File: config.mk
export PLATFORM = sky130hd
export DESIGN_NAME = aux_req_sequencer
export DESIGN_NICKNAME = d
export VERILOG_FILES = /design/src/rtl/aux_seq_pkg.sv /design/src/rtl/aux_cmd_encode.sv /design/src/rtl/aux_payload_buf.sv /design/src/rtl/aux_byte_select.sv /design/src/rtl/aux_req_sequencer.sv
export SDC_FILE = /design/constraint.sdc
export NUM_CORES = 1
export LEC_CHECK = 0
export BUFFER_PORTS_ARGS = -buffer_cell sky130_fd_sc_hd__buf_2
export CAP_MARGIN = 20
export CORE_MARGIN = 1
export CORE_UTILIZATION = 30
export CTS_CLUSTER_SIZE = 8
export DETAILED_ROUTE_END_ITERATION = 12
export SLEW_MARGIN = 30
export SYNTH_ARGS = -nofsm -noshare
export SYNTH_HDL_FRONTEND = slang
export SYNTH_HIERARCHICAL = 1
export SYNTH_SLANG_ARGS = --single-unit
File: constraint.sdc
create_clock -name clk -period 3.8 [get_ports clk]
set_input_delay 0.57 -clock clk [delete_from_list [all_inputs] [get_ports clk]]
set_output_delay 0.57 -clock clk [all_outputs]
set_load 0.01 [all_outputs]
File: src/rtl/aux_seq_pkg.sv
package aux_seq_pkg;
    typedef enum logic {
        ST_IDLE = 1'b0,
        ST_SEND = 1'b1
    } seq_state_e;

    localparam int ADDR_W = 20;
    localparam int HDR_BYTES = 3;
endpackage

File: src/rtl/aux_cmd_encode.sv
module aux_cmd_encode (
    input  logic       i2c_i,
    input  logic       write_i,
    input  logic       mot_i,
    output logic [3:0] cmd_o
);
    always_comb begin
        cmd_o[3] = ~i2c_i;
        cmd_o[2] = i2c_i & mot_i;
        cmd_o[1] = 1'b0;
        cmd_o[0] = ~write_i;
    end
endmodule

File: src/rtl/aux_payload_buf.sv
module aux_payload_buf #(
    parameter int DEPTH = 16,
    parameter int IDX_W = $clog2(DEPTH)
) (
    input  logic             clk,
    input  logic             rst_n,
    input  logic             we_i,
    input  logic [IDX_W-1:0] widx_i,
    input  logic [7:0]       wdata_i,
    input  logic [IDX_W-1:0] ridx_i,
    output logic [7:0]       rdata_o
);
    logic [7:0] mem_q [DEPTH];

    for (genvar g = 0; g < DEPTH; g++) begin : g_entry
        logic [7:0] ent_d;
        always_comb begin
            ent_d = mem_q[g];
            if (we_i && (widx_i == IDX_W'(g))) begin
                ent_d = wdata_i;
            end
        end
        always_ff @(posedge clk or negedge rst_n) begin
            if (!rst_n) begin
                mem_q[g] <= '0;
            end else begin
                mem_q[g] <= ent_d;
            end
        end
    end

    assign rdata_o = mem_q[ridx_i];
endmodule

File: src/rtl/aux_byte_select.sv
module aux_byte_select #(
    parameter int LEN_W = 5,
    parameter int TOT_W = 5,
    parameter int IDX_W = 4
) (
    input  logic [TOT_W-1:0] idx_i,
    input  logic [3:0]       cmd_i,
    input  logic [19:0]      addr_i,
    input  logic [LEN_W-1:0] len_i,
    input  logic [7:0]       pl_byte_i,
    output logic [IDX_W-1:0] pl_ridx_o,
    output logic [7:0]       byte_o
);
    logic [TOT_W-1:0] hdr_len;

    always_comb begin
        hdr_len   = (len_i != '0) ? TOT_W'(4) : TOT_W'(3);
        pl_ridx_o = IDX_W'(idx_i - hdr_len);
        if (idx_i == TOT_W'(0)) begin
            byte_o = {cmd_i, addr_i[19:16]};
        end else if (idx_i == TOT_W'(1)) begin
            byte_o = addr_i[15:8];
        end else if (idx_i == TOT_W'(2)) begin
            byte_o = addr_i[7:0];
        end else if ((idx_i == TOT_W'(3)) && (len_i != '0)) begin
            byte_o = 8'(len_i - LEN_W'(1));
        end else begin
            byte_o = pl_byte_i;
        end
    end
endmodule

File: src/rtl/aux_req_sequencer.sv
module aux_req_sequencer
    import aux_seq_pkg::*;
#(
    parameter int MAX_LEN = 16,
    parameter int LEN_W   = 5,
    parameter int IDX_W   = $clog2(MAX_LEN),
    parameter int TOT_W   = $clog2(MAX_LEN + HDR_BYTES + 2)
) (
    input  logic             clk,
    input  logic             rst_n,
    input  logic             start_i,
    input  logic             i2c_i,
    input  logic             write_i,
    input  logic             mot_i,
    input  logic [19:0]      addr_i,
    input  logic [LEN_W-1:0] len_i,
    input  logic             pl_we_i,
    input  logic [IDX_W-1:0] pl_idx_i,
    input  logic [7:0]       pl_data_i,
    input  logic             tx_ready_i,
    output logic             tx_valid_o,
    output logic [7:0]       tx_byte_o,
    output logic             cnt_valid_o,
    output logic [TOT_W-1:0] tx_count_o,
    output logic             busy_o,
    output logic             done_o,
    output logic             err_o
);
    typedef struct packed {
        seq_state_e       state;
        logic [3:0]       cmd;
        logic [19:0]      addr;
        logic [LEN_W-1:0] len;
        logic [TOT_W-1:0] idx;
        logic [TOT_W-1:0] total;
        logic             cnt_vld;
        logic             done;
        logic             err;
    } seq_reg_t;

    seq_reg_t         r_d, r_q;
    logic [3:0]       cmd_w;
    logic [IDX_W-1:0] pl_ridx;
    logic [7:0]       pl_byte;
    logic [7:0]       sel_byte;
    logic [TOT_W-1:0] total_w;
    logic             idle_w;

    assign idle_w = (r_q.state == ST_IDLE);

    aux_cmd_encode u_cmd (
        .i2c_i   (i2c_i),
        .write_i (write_i),
        .mot_i   (mot_i),
        .cmd_o   (cmd_w)
    );

    aux_payload_buf #(
        .DEPTH (MAX_LEN),
        .IDX_W (IDX_W)
    ) u_buf (
        .clk     (clk),
        .rst_n   (rst_n),
        .we_i    (pl_we_i && idle_w),
        .widx_i  (pl_idx_i),
        .wdata_i (pl_data_i),
        .ridx_i  (pl_ridx),
        .rdata_o (pl_byte)
    );

    aux_byte_select #(
        .LEN_W (LEN_W),
        .TOT_W (TOT_W),
        .IDX_W (IDX_W)
    ) u_sel (
        .idx_i     (r_q.idx),
        .cmd_i     (r_q.cmd),
        .addr_i    (r_q.addr),
        .len_i     (r_q.len),
        .pl_byte_i (pl_byte),
        .pl_ridx_o (pl_ridx),
        .byte_o    (sel_byte)
    );

    always_comb begin
        total_w = ((len_i != '0) ? TOT_W'(4) : TOT_W'(3))
                + (write_i ? TOT_W'(len_i) : TOT_W'(0));
        r_d         = r_q;
        r_d.cnt_vld = 1'b0;
        r_d.done    = 1'b0;
        r_d.err     = 1'b0;
        case (r_q.state)
            ST_IDLE: begin
                if (start_i) begin
                    if (len_i > LEN_W'(MAX_LEN)) begin
                        r_d.err = 1'b1;
                    end else begin
                        r_d.state   = ST_SEND;
                        r_d.cmd     = cmd_w;
                        r_d.addr    = addr_i;
                        r_d.len     = len_i;
                        r_d.idx     = '0;
                        r_d.total   = total_w;
                        r_d.cnt_vld = 1'b1;
                    end
                end
            end
            ST_SEND: begin
                if (tx_ready_i) begin
                    if (r_q.idx == r_q.total - TOT_W'(1)) begin
                        r_d.state = ST_IDLE;
                        r_d.done  = 1'b1;
                    end else begin
                        r_d.idx = r_q.idx + TOT_W'(1);
                    end
                end
            end
            default: r_d.state = ST_IDLE;
        endcase
    end

    always_ff @(posedge clk or negedge rst_n) begin
        if (!rst_n) begin
            r_q <= '0;
        end else begin
            r_q <= r_d;
        end
    end

    assign tx_valid_o  = (r_q.state == ST_SEND);
    assign tx_byte_o   = sel_byte;
    assign cnt_valid_o = r_q.cnt_vld;
    assign tx_count_o  = r_q.total;
    assign busy_o      = ~idle_w;
    assign done_o      = r_q.done;
    assign err_o       = r_q.err;


    stall_hold_chk: assert property (@(posedge clk) disable iff (!rst_n)
        tx_valid_o && !tx_ready_i |=> tx_valid_o && $stable(tx_byte_o));


    done_after_last_chk: assert property (@(posedge clk) disable iff (!rst_n)
        done_o |-> $past(tx_valid_o && tx_ready_i) && !busy_o);


    reject_quiet_chk: assert property (@(posedge clk) disable iff (!rst_n)
        err_o |-> !tx_valid_o && !cnt_valid_o && !busy_o);


    count_hold_chk: assert property (@(posedge clk) disable iff (!rst_n)
        tx_valid_o && $past(tx_valid_o) |-> $stable(tx_count_o));


    count_pulse_chk: assert property (@(posedge clk) disable iff (!rst_n)
        cnt_valid_o |-> tx_valid_o && $past(start_i && !busy_o));


    pulses_excl_chk: assert property (@(posedge clk) disable iff (!rst_n)
        $onehot0({done_o, err_o, cnt_valid_o}));
endmodule

* Word level (Yosys, flattened, before mapping)
Cells that the tools add are included.
** Storage, ports and cells
- Logic and storage cells :: 110
- Output and inout port bits :: 18
- Bits of input ports :: 45
- Register bits :: 170
** Operators by class
- Mux-type cells :: 25
- Magnitude comparators :: 2
- Equality and inequality tests :: 23
- $add $sub $neg :: 5
- Bitwise operators :: 6
- Reduce and logical (&&, ||, !) cells :: 24
** Operator list (count)
- $mux W41 :: 2
- $mux W8 :: 6
- $bmux W8 S4 :: 1
- $eq A4 B4 Y1 const B :: 8
- $logic_and A1 B1 Y1 :: 18
- $eq A4 B3 Y1 const B :: 4
- $mux W5 :: 3
- $eq A5 B2 Y1 const B :: 2
- $pmux W5 S2 :: 1
- $reduce_bool A5 Y1 :: 2
- $mux W1 :: 9
- $eq A4 B2 Y1 const B :: 2
- $ne A2 B2 Y1 const B :: 4
- $mux W3 :: 2
- $sub A5 B1 Y6 const B :: 1
- $add A3 B5 Y5 :: 1
- $add A5 B1 Y5 const B :: 1
- $eq A5 B1 Y1 const B :: 1
- $eq A5 B5 Y1 :: 1
- $ge A5 B5 Y1 const B :: 1
- $gt A5 B5 Y1 const B :: 1
- $logic_not A5 Y1 :: 1
- $not A4 Y5 :: 1
- $sub A5 B1 Y5 const B :: 1
- other kinds (8) :: 11

* Logic depth before layout (Yosys ltp)
Gate-level depths: netlist of run 1.
- Word-level depth :: 11
- Mapped depth :: 14
- Gate-level depth less buffers :: 13

* Modules after synthesis
The synthesis of run 1 kept the hierarchy.
** Modules (own cells, without submodules)
- aux_payload_buf :: cells each 364, area each 5903.2 um^2, seq. area each 3203.1 um^2, times used 1
- aux_req_sequencer :: cells each 216, area each 1961.9 um^2, seq. area each 1076.0 um^2, times used 1
- aux_byte_select :: cells each 88, area each 616.8 um^2, seq. area each 0.0 um^2, times used 1
- aux_cmd_encode :: cells each 5, area each 25.0 um^2, seq. area each 0.0 um^2, times used 1

* Least setup slack after synthesis of run 1
OpenSTA, ideal clock, no wires.
- Path type :: register -> output
- Start :: register r_q[13] (netlist name)
- End :: output port tx_byte_o[0]
- Path slack :: 187 ps
- Path buffers :: 1
- Arrival :: 3043 ps
- Required time :: 3230 ps
- Cell stages (with the launch flop) :: 15
- Cells stage by stage :: dfrtp_1 inv_1 ha_1 nor4b_2 inv_1 ha_1 a21o_1 a21oi_1 xor2_1 and2b_1 clkdlybuf4s25_2 a22oi_1 nand2_1 o32ai_1 a21oi_1
** Between the ends
- Cells in the longest elaborated chain, start to end :: 11
- Elaborated cells on any way between the ends :: 13
- Classes of those cells :: 2 x add/sub; 8 x mux; 1 x bitwise; 2 x reduce/logical
** RTL lines
- from (decl) :: RTL line aux_req_sequencer.sv:41 : seq_reg_t r_d, r_q;
- from (signal assigned) :: RTL line aux_req_sequencer.sv:126 : r_q <= r_d;
- $reduce_bool A5 Y1 :: RTL line aux_byte_select.sv:17 : hdr_len = (len_i != '0) ? TOT_W'(4) : TOT_W'(3);
- $mux W3 :: RTL line aux_byte_select.sv:17
- $sub A4 B4 Y4 :: RTL line aux_byte_select.sv:18 : pl_ridx_o = IDX_W'(idx_i - hdr_len);
- named net pl_ridx[3] :: RTL line aux_req_sequencer.sv:43 : logic [IDX_W-1:0] pl_ridx;
- $not A4 Y5 (not written as such) :: RTL line aux_payload_buf.sv:32 : assign rdata_o = mem_q[ridx_i];
- $bmux W8 S4 :: RTL line aux_payload_buf.sv:32
- $mux W8 (not written as such) (2 in series) :: RTL line aux_payload_buf.sv:32
- named net pl_byte[0] :: RTL line aux_req_sequencer.sv:44 : logic [7:0] pl_byte;
- $mux W8 :: RTL line aux_byte_select.sv:25 : end else if ((idx_i == TOT_W'(3)) && (len_i != '0)) begin
- $mux W8 :: RTL line aux_byte_select.sv:23 : end else if (idx_i == TOT_W'(2)) begin
- $mux W8 :: RTL line aux_byte_select.sv:21 : end else if (idx_i == TOT_W'(1)) begin
- $mux W8 :: RTL line aux_byte_select.sv:19 : if (idx_i == TOT_W'(0)) begin
- to (decl) :: RTL line aux_req_sequencer.sv:22 : output logic [7:0] tx_byte_o,
The timed path passes the listed nets, and every way through them passes these cells. The select of a mux whose other input is x is not followed.

* Worst setup path after layout of run 1
- Start :: register r_q[14] (netlist name)
- End :: output port tx_byte_o[7]
Same word-level chain as after synthesis.

==> summary.md, run 1 <==
| Metric | Value |
|---|---|
| Status | `complete, but fails checks` |
| Violated checks | `negative setup slack` |
| CTS buffer count | `17` |
| Max Slew Vio Count | `0` |
| Synthesis-to-finish area growth | `17.71%` |
| Mapped Area | `8507 sq um` |
| Via count | `5533` |
| Final ANT Viol Nets | `0` |
| Peak supply drop | `0.5231 mV` |
| Die Span Y | `170.4 um` |
| Minimum clock period | `4.143 ns` |
| Worst setup path start | `r_q[14]` |
| Design Power | `0.009396 W` |
| Post-synth top area share | `0.5030` |
| Maximum number of pins on one net before global-route repair | `98` |
| Number of cells on the critical path | `14` |
| First-pass GRT wire length | `32.57 mm` |
| Final hold viol count | `0` |
| Hold crit path type | `in2async` |
| Syn avg cell area | `12.64 sq um` |
| Synth area leaders | `dfrtp_1, mux2_2, nand2_1` |
| Post-synth EDFFs | `0` |
| I/O Pins | `63` |
| Critical path fanouts, max | `8` |
| Worst slack, placed | `0.01378 ns` |
| Cells after Synth | `673` |
| Setup crit end | `tx_byte_o[7]` |
| Main synth FF type | `dfrtp_1` |
| Initial antenna violation count | `1` |
| CTS tree | `yes` |
| Vias in the first global route | `5568` |
| Clk root buf | `clkbuf_16` |
| CP peak stage delay | `0.61 ns` |
| Synth unique cells | `57` |
| Layout Skew | `0.007497 ns` |
| Reg2reg path depth | `4` |
| Total Nets Final | `788` |
| Most common cell in the netlist | `dfrtp_1` |
| Synth Net Count | `726` |
| Core Area | `27860 sq um` |
| Initial Utilization | `0.3054` |
| Required time worst endpoint | `3.23 ns` |
| I/O Buffers | `62` |
| Die width | `170.4 um` |
| Crit path cell chain | `inv_1 > ha_2 > nor4b_4 > ha_2 > inv_2 > fa_2 > buf_6 > buf_16 > mux4_2 > a22oi_2 > nand2_1 > a22oi_2 > a21oi_1 > buf_2` |
| CP Data Arrival Time | `3.57 ns` |
| Highest clock rate | `241.4 MHz` |
| Fill cells | `2716` |
| DP Cell Count | `1084` |
| Max Cap Viol | `0` |
| Reg-to-reg critical path startpoint | `busy_o` |
| Register area share after synthesis | `0.5030` |
| # DRC | `0` |
| Gpl congestion | `0.7752` |
| PD cells | `938.4 nW/um^2` |
| Vias/cell | `4.909` |
| Post-synth top cells | `dfrtp_1, mux2_2, nand2_1` |
| Share of cells above drive strength 1 | `0.4452` |
| Die ar. | `29030 sq um` |
| Critical path launch point type | `register` |
| Crit Path Class | `reg2out` |
| Total gr overflow | `0` |
| WHS | `0.2309 ns` |
| RSZ-0062 raised after global routing | `yes` |
| Clk slew on worst S/H paths | `0.06 ns` |
| Syn. warnings | `6` |
| CTS sink count | `171` |
| Final WL | `20.48 mm` |
| FP Rows | `61` |
| Crit end category | `output pin` |
| FF+latch count, synth | `171` |
| Final WS setup | `-0.3430 ns` |
| First-pass DRT Iterations | `5` |
| Clk_lat worst skew | `0.42 ns` |
| All-Layer GR Usage | `0.1491` |
| Final Util | `0.3594` |
| Crit path max-delay family | `adder cells` |
| Post-DP HPWL | `13.19 mm` |
| Fin cells | `1127` |
| Max clock buf depth | `2` |
| Final Setup Violations | `8` |
| Worst r2r dst | `u_buf/mem_q[16]` |
| Area leader, netlist | `dfrtp_1` |
| Tightest Pin Transition | `0.8231 ns` |
| # H-tree levels | `4` |
| Worst rel slew slack | `0.4471` |
| DRT iter0 DRCs | `531` |
| Cell leakage power | `4.579 nW` |
| Asr flop ratio synth | `1.000` |
| DR WL/cell | `18.17 um` |
| Period utilization | `1.090` |
| Critical path buffers and inverters | `5` |
| Reg-to-reg slack, setup | `1.13 ns` |
| CP max-delay cell | `fa_2` |
==> area by class of cell <==
class                           count  area (sq um)  area share
Sequential cell                   171          4279      0.4273
Multi-Input combinational cell    440          4005      0.4000
Timing Repair Buffer               90         631.9     0.06310
Tap cell                          378         473.0     0.04723
Clock buffer                       19         432.9     0.04323
Clock inverter                     13         132.6     0.01324
Inverter                           15         56.30    0.005623
Antenna cell                        1         2.502   0.0002499
==> registers in the layout (all words and copies together), names as in the netlist <==
signal	flops
tx_count_o	5
cnt_valid_o	1
err_o	1
busy_o	1
u_buf/mem_q	128
done_o	1
r_q	34
==> kinds of logic (layout without fill, tap and decap cells) <==
family	count (synthesis)	after routing	synth area share
xor gates and xnor gates	12	12	0.01397
other	2	3	0.0008828
DFF	171	171	0.5030
buffers and inverters	62	137	0.04045
muxes	171	171	0.2745
and+or+nand+nor	178	178	0.1003
AOI/OAI and AO/OA	69	69	0.05427
adders and majority gates	8	8	0.01265
==> where the power goes <==
group	internal [W]	total (W)	switching, W	leakage (nW)
sequential	0.00254	0.00301	0.000469	2.21
clock	0.000920	0.00168	0.000764	0.257
combinational	0.00241	0.00471	0.00230	2.11
total	0.00587	0.00940	0.00353	4.58
==> worst min path at each step <==
stage	start	endpoint	depth (start not counted)
after floorplan	rst_n	busy_o	0
final	rst_n	done_o	1
after CTS	rst_n	r_q[11]	1
after global routing	rst_n	done_o	1
after global placement	r_q[35]	r_q[35]	2
after detailed placement	r_q[33]	r_q[33]	2
==> cell usage in the layout, fill, tap and decap left out, types with 3 or more instances in the layout <==
cell        Yosys  final
nand2_1       110    105
nor2_2          9      9
xnor2_1         6      6
clkbuf_16       0     17
mux4_2         17     25
clkinvlp_4      0      6
or4_1           3      3
dfrtp_1       171    171
nor3_1          3      3
mux2_2        134    134
buf_12          0      3
buf_4           8     19
nor2b_1         3      3
ha_1            7      5
o22ai_1         8      7
nand2_2         0      5
or3_1           3      3
o21ai_0         6      6
mux2i_1         5      5
a22oi_2         0     18
nor2_1         10      9
mux4_1         14      6
nand3_1        10     10
o211ai_1        3      3
inv_6           0      4
inv_2           0      3
buf_6           6      4
a21oi_1        17     17
nand2b_1       11     11
xor2_1          5      5
buf_2          14     60
inv_1          14     12
==> layer usage <==
metal | GRT usage | part of all wire | vias up
met2 | 0.2315 | 0.46 | 149
met5 | 0 | 0 | -
met3 | 0.03488 | 0.045 | 14
met1 | 0.2118 | 0.48 | 2838
li1 | - | - | 2532
met4 | 0.02938 | 0.0074 | 0
==> through the flow <==
step	setup TNS (ns)	area, sq um
after global placement	0	9194
after global routing	-3.519	10010
after detailed placement	0	9194
after floorplan	0	8507
after CTS	-2.202	9976
final	-2.371	10010
==> timing repair <==
item	4_1_cts	5_1_grt
endpoints found under the setup margin	8	8
hold endpoints to repair	0	0
hold buffers	0	0
resized for setup	34	19
setup buffers	5	4
pin swaps	15	21
gates cloned	3	0
Note: power is estimated with default switching activity, not from simulation.
==> run 2: changes to the inputs <==
CTS_CLUSTER_SIZE = 20   (was 8)
RECOVER_POWER = 100   (was not set)
==> run 2 against run 1 <==
The run ends with max-capacitance violations, max-slew violations, negative setup slack left; critical endpoint unchanged; non-clock buffer count unchanged; register-to-register slack got worse by 0.19 ns; largest power group unchanged; clock power about the same; largest cell class unchanged; critical path type unchanged; clock-buffer cell count unchanged.
==> summary.md, run 2 (same netlist as run 1, synthesis figures left out) <==
| Metric | Value |
|---|---|
| Status | `complete, but fails checks (unchanged)` |
| Violated checks | `max-capacitance violations, max-slew violations, negative setup slack (was negative setup slack)` |
| Peak supply drop | `0.5198 mV (was 0.5231 mV)` |
| CP Data Arrival Time | `3.56 ns (was 3.57 ns)` |
| Reg-to-reg slack, setup | `0.94 ns (was 1.13 ns)` |
| Final WL | `20.55 mm (was 20.48 mm)` |
| Maximum number of pins on one net before global-route repair | `98 (unchanged)` |
| CP max-delay cell | `fa_2 (unchanged)` |
| I/O Buffers | `62 (unchanged)` |
| Reg area | `4279 sq um (unchanged)` |
| Highest clock rate | `242.2 MHz (was 241.4 MHz)` |
| CTS sink count | `171 (unchanged)` |
| Via count | `5493 (was 5533)` |
| All-Layer GR Usage | `0.1491 (unchanged)` |
| First-pass DRT Iterations | `5 (unchanged)` |
| Hold Buf Count CTS | `0 (unchanged)` |
| Initial antenna violation count | `1 (unchanged)` |
| Total gr overflow | `0 (unchanged)` |
| Crit path cell chain | `inv_1 > ha_2 > nor4b_4 > ha_2 > inv_2 > fa_2 > buf_6 > buf_16 > mux4_2 > a22oi_2 > nand2_1 > a22oi_2 > a21oi_1 > buf_2 (unchanged)` |
| Commonest cells after routing, fill and taps aside | `dfrtp_1, mux2_2, nand2_1, buf_2, mux4_2 (unchanged)` |
| # H-tree levels | `4 (unchanged)` |
| Layout Skew | `0.007371 ns (was 0.007497 ns)` |
| PD cells | `943.1 nW/um^2 (was 938.4 nW/um^2)` |
| First-pass GRT wire length | `32.57 mm (unchanged)` |
| RSZ-0062 raised after global routing | `yes (unchanged)` |
| Period utilization | `1.087 (was 1.090)` |
| I/O Pins | `63 (unchanged)` |
| Worst hold stages | `3` |
| Final WS setup | `-0.3295 ns (was -0.3430 ns)` |
| Initial Utilization | `0.3054 (unchanged)` |
| Max clock buf depth | `2 (unchanged)` |
| Setup TNS | `-2.296 ns (was -2.371 ns)` |
| # DRC | `0 (unchanged)` |
| Cell leakage power | `4.516 nW (was 4.579 nW)` |
| Clk root buf | `clkbuf_16 (unchanged)` |
| Reg2reg path depth | `4 (unchanged)` |
| Area of the multi-input gates | `3959 sq um (was 4005 sq um)` |
| Total Nets Final | `788 (unchanged)` |
| Reg-to-reg critical path startpoint | `busy_o (unchanged)` |
| Post-DP HPWL | `13.19 mm (unchanged)` |
| Core Area | `27860 sq um (unchanged)` |
| Critical path fanouts, max | `8 (unchanged)` |
| Final Util | `0.3561 (was 0.3594)` |
| Minimum clock period | `4.130 ns (was 4.143 ns)` |
| DR WL/cell | `18.24 um (was 18.17 um)` |
| Final Setup Violations | `8 (unchanged)` |
| Tightest Pin Transition | `2.465 ns (was 0.8231 ns)` |
| Die Span Y | `170.4 um (unchanged)` |
| Max Slew Vio Count | `138 (was 0)` |
| CTS tree | `yes (unchanged)` |
| Share of cells above drive strength 1 | `0.4104 (was 0.4452)` |
| Worst rel slew slack | `-0.6431 (was 0.4471)` |
| FP Rows | `61 (unchanged)` |
| Final hold viol count | `0 (unchanged)` |
| Biggest register | `u_buf/mem_q (unchanged)` |
| Die ar. | `29030 sq um (unchanged)` |
| Crit end category | `output pin (unchanged)` |
| Most common cell after layout, fill and taps aside | `dfrtp_1 (unchanged)` |
| Max Cap Viol | `2 (was 0)` |
| Hold crit path type | `in2reg (was in2async)` |
| Fill cells | `2737 (was 2716)` |
| Crit path max-delay family | `adder cells (unchanged)` |
| Vias in the first global route | `5568 (unchanged)` |
| Critical path buffers and inverters | `5 (unchanged)` |
| Required time worst endpoint | `3.23 ns (about the same)` |
| Die width | `170.4 um (unchanged)` |
| Worst r2r dst | `u_buf/mem_q[21] (was u_buf/mem_q[16])` |
| Max reg flops | `128 (unchanged)` |
| Vias/cell | `4.874 (was 4.909)` |
| Synthesis-to-finish area growth | `16.61% (was 17.71%)` |
| Gpl congestion | `0.7752 (unchanged)` |
| CTS buffer count | `17 (unchanged)` |
| CP peak stage delay | `0.61 ns (about the same)` |
| DRT iter0 DRCs | `438 (was 531)` |
| Clk slew on worst S/H paths | `0.07 ns (was 0.06 ns)` |
| WHS Endpoint | `r_q[22]` |
| Critical path launch point type | `register (unchanged)` |
| Crit Path Class | `reg2out (unchanged)` |
| Final ANT Viol Nets | `0 (unchanged)` |
| Clk_lat worst skew | `0.43 ns (was 0.42 ns)` |
| Hold Crit Start | `addr_i[4]` |
## run 2: cell type report
cell class,count,share of cell area
Antenna cell,1,0.0002523
Clock buffer,19,0.04364
Clock inverter,13,0.01337
Inverter,15,0.005676
Multi-Input combinational cell,440,0.3991
Sequential cell,171,0.4314
Tap cell,378,0.04768
Timing Repair Buffer,90,0.05891
## run 2: per-stage QoR
step | hold slack (ns) | instances | power, W | instance area [sq um] | setup WS, ns
3_5_place_dp | 0.4581 | 1084 | 0.006955 | 9194 | 0.01378
4_1_cts | 0.2816 | 1124 | 0.009313 | 9976 | -0.3087
6_report | 0.3368 | 1127 | 0.009356 | 9920 | -0.3295
2_1_floorplan | 0.2744 | 673 | 0.005819 | 8507 | 0.1873
3_3_place_gp | 0.4598 | 1084 | 0.006907 | 9194 | 0.02380
5_1_grt | 0.3385 | 1126 | 0.009925 | 9917 | -0.4780
## run 2: how the worst max path moves through the flow
| stage | start | endpoint | slack [ns] | cells past startpoint |
|---|---|---|---|---|
| 2_1_floorplan | r_q[13] | tx_byte_o[0] | 0.19 | 14 |
| 3_3_place_gp | r_q[13] | tx_byte_o[2] | 0.02 | 13 |
| 3_5_place_dp | r_q[13] | tx_byte_o[5] | 0.01 | 14 |
| 4_1_cts | r_q[13] | tx_byte_o[3] | -0.31 | 14 |
| 5_1_grt | r_q[14] | tx_byte_o[6] | -0.48 | 14 |
| 6_report | r_q[14] | tx_byte_o[7] | -0.33 | 14 |
## run 2: power breakdown
group	switching, W	internal, W	leakage [nW]
sequential	0.000471	0.00254	2.21
combinational	0.00227	0.00239	2.05
clock	0.000767	0.000919	0.257
total	0.00351	0.00585	4.52
## run 2: what timing repair did
item | in CTS | in global routing
setup endpoints to repair | 8 | 8
hold endpoints to repair | 0 | 0
gates resized for setup | 34 | 19
setup buffers | 5 | 4
pin swaps | 15 | 21
gates cloned | 3 | 0
## run 2: metal layers
layer  vias up  track usage  part of all wire
li1       2532            -                 -
met1      2804       0.2118              0.47
met2       145       0.2315              0.47
met3        12      0.03488             0.054
met4         0      0.02938            0.0070
met5         -            0                 0
## run 2: worst reg2reg max path, stage by stage, from the launching register on
cell	delay [ns]
dfrtp_1	0.55
nor2b_1	0.61
nand3_1	0.26
nor2_1	0.90
mux2_2	0.44
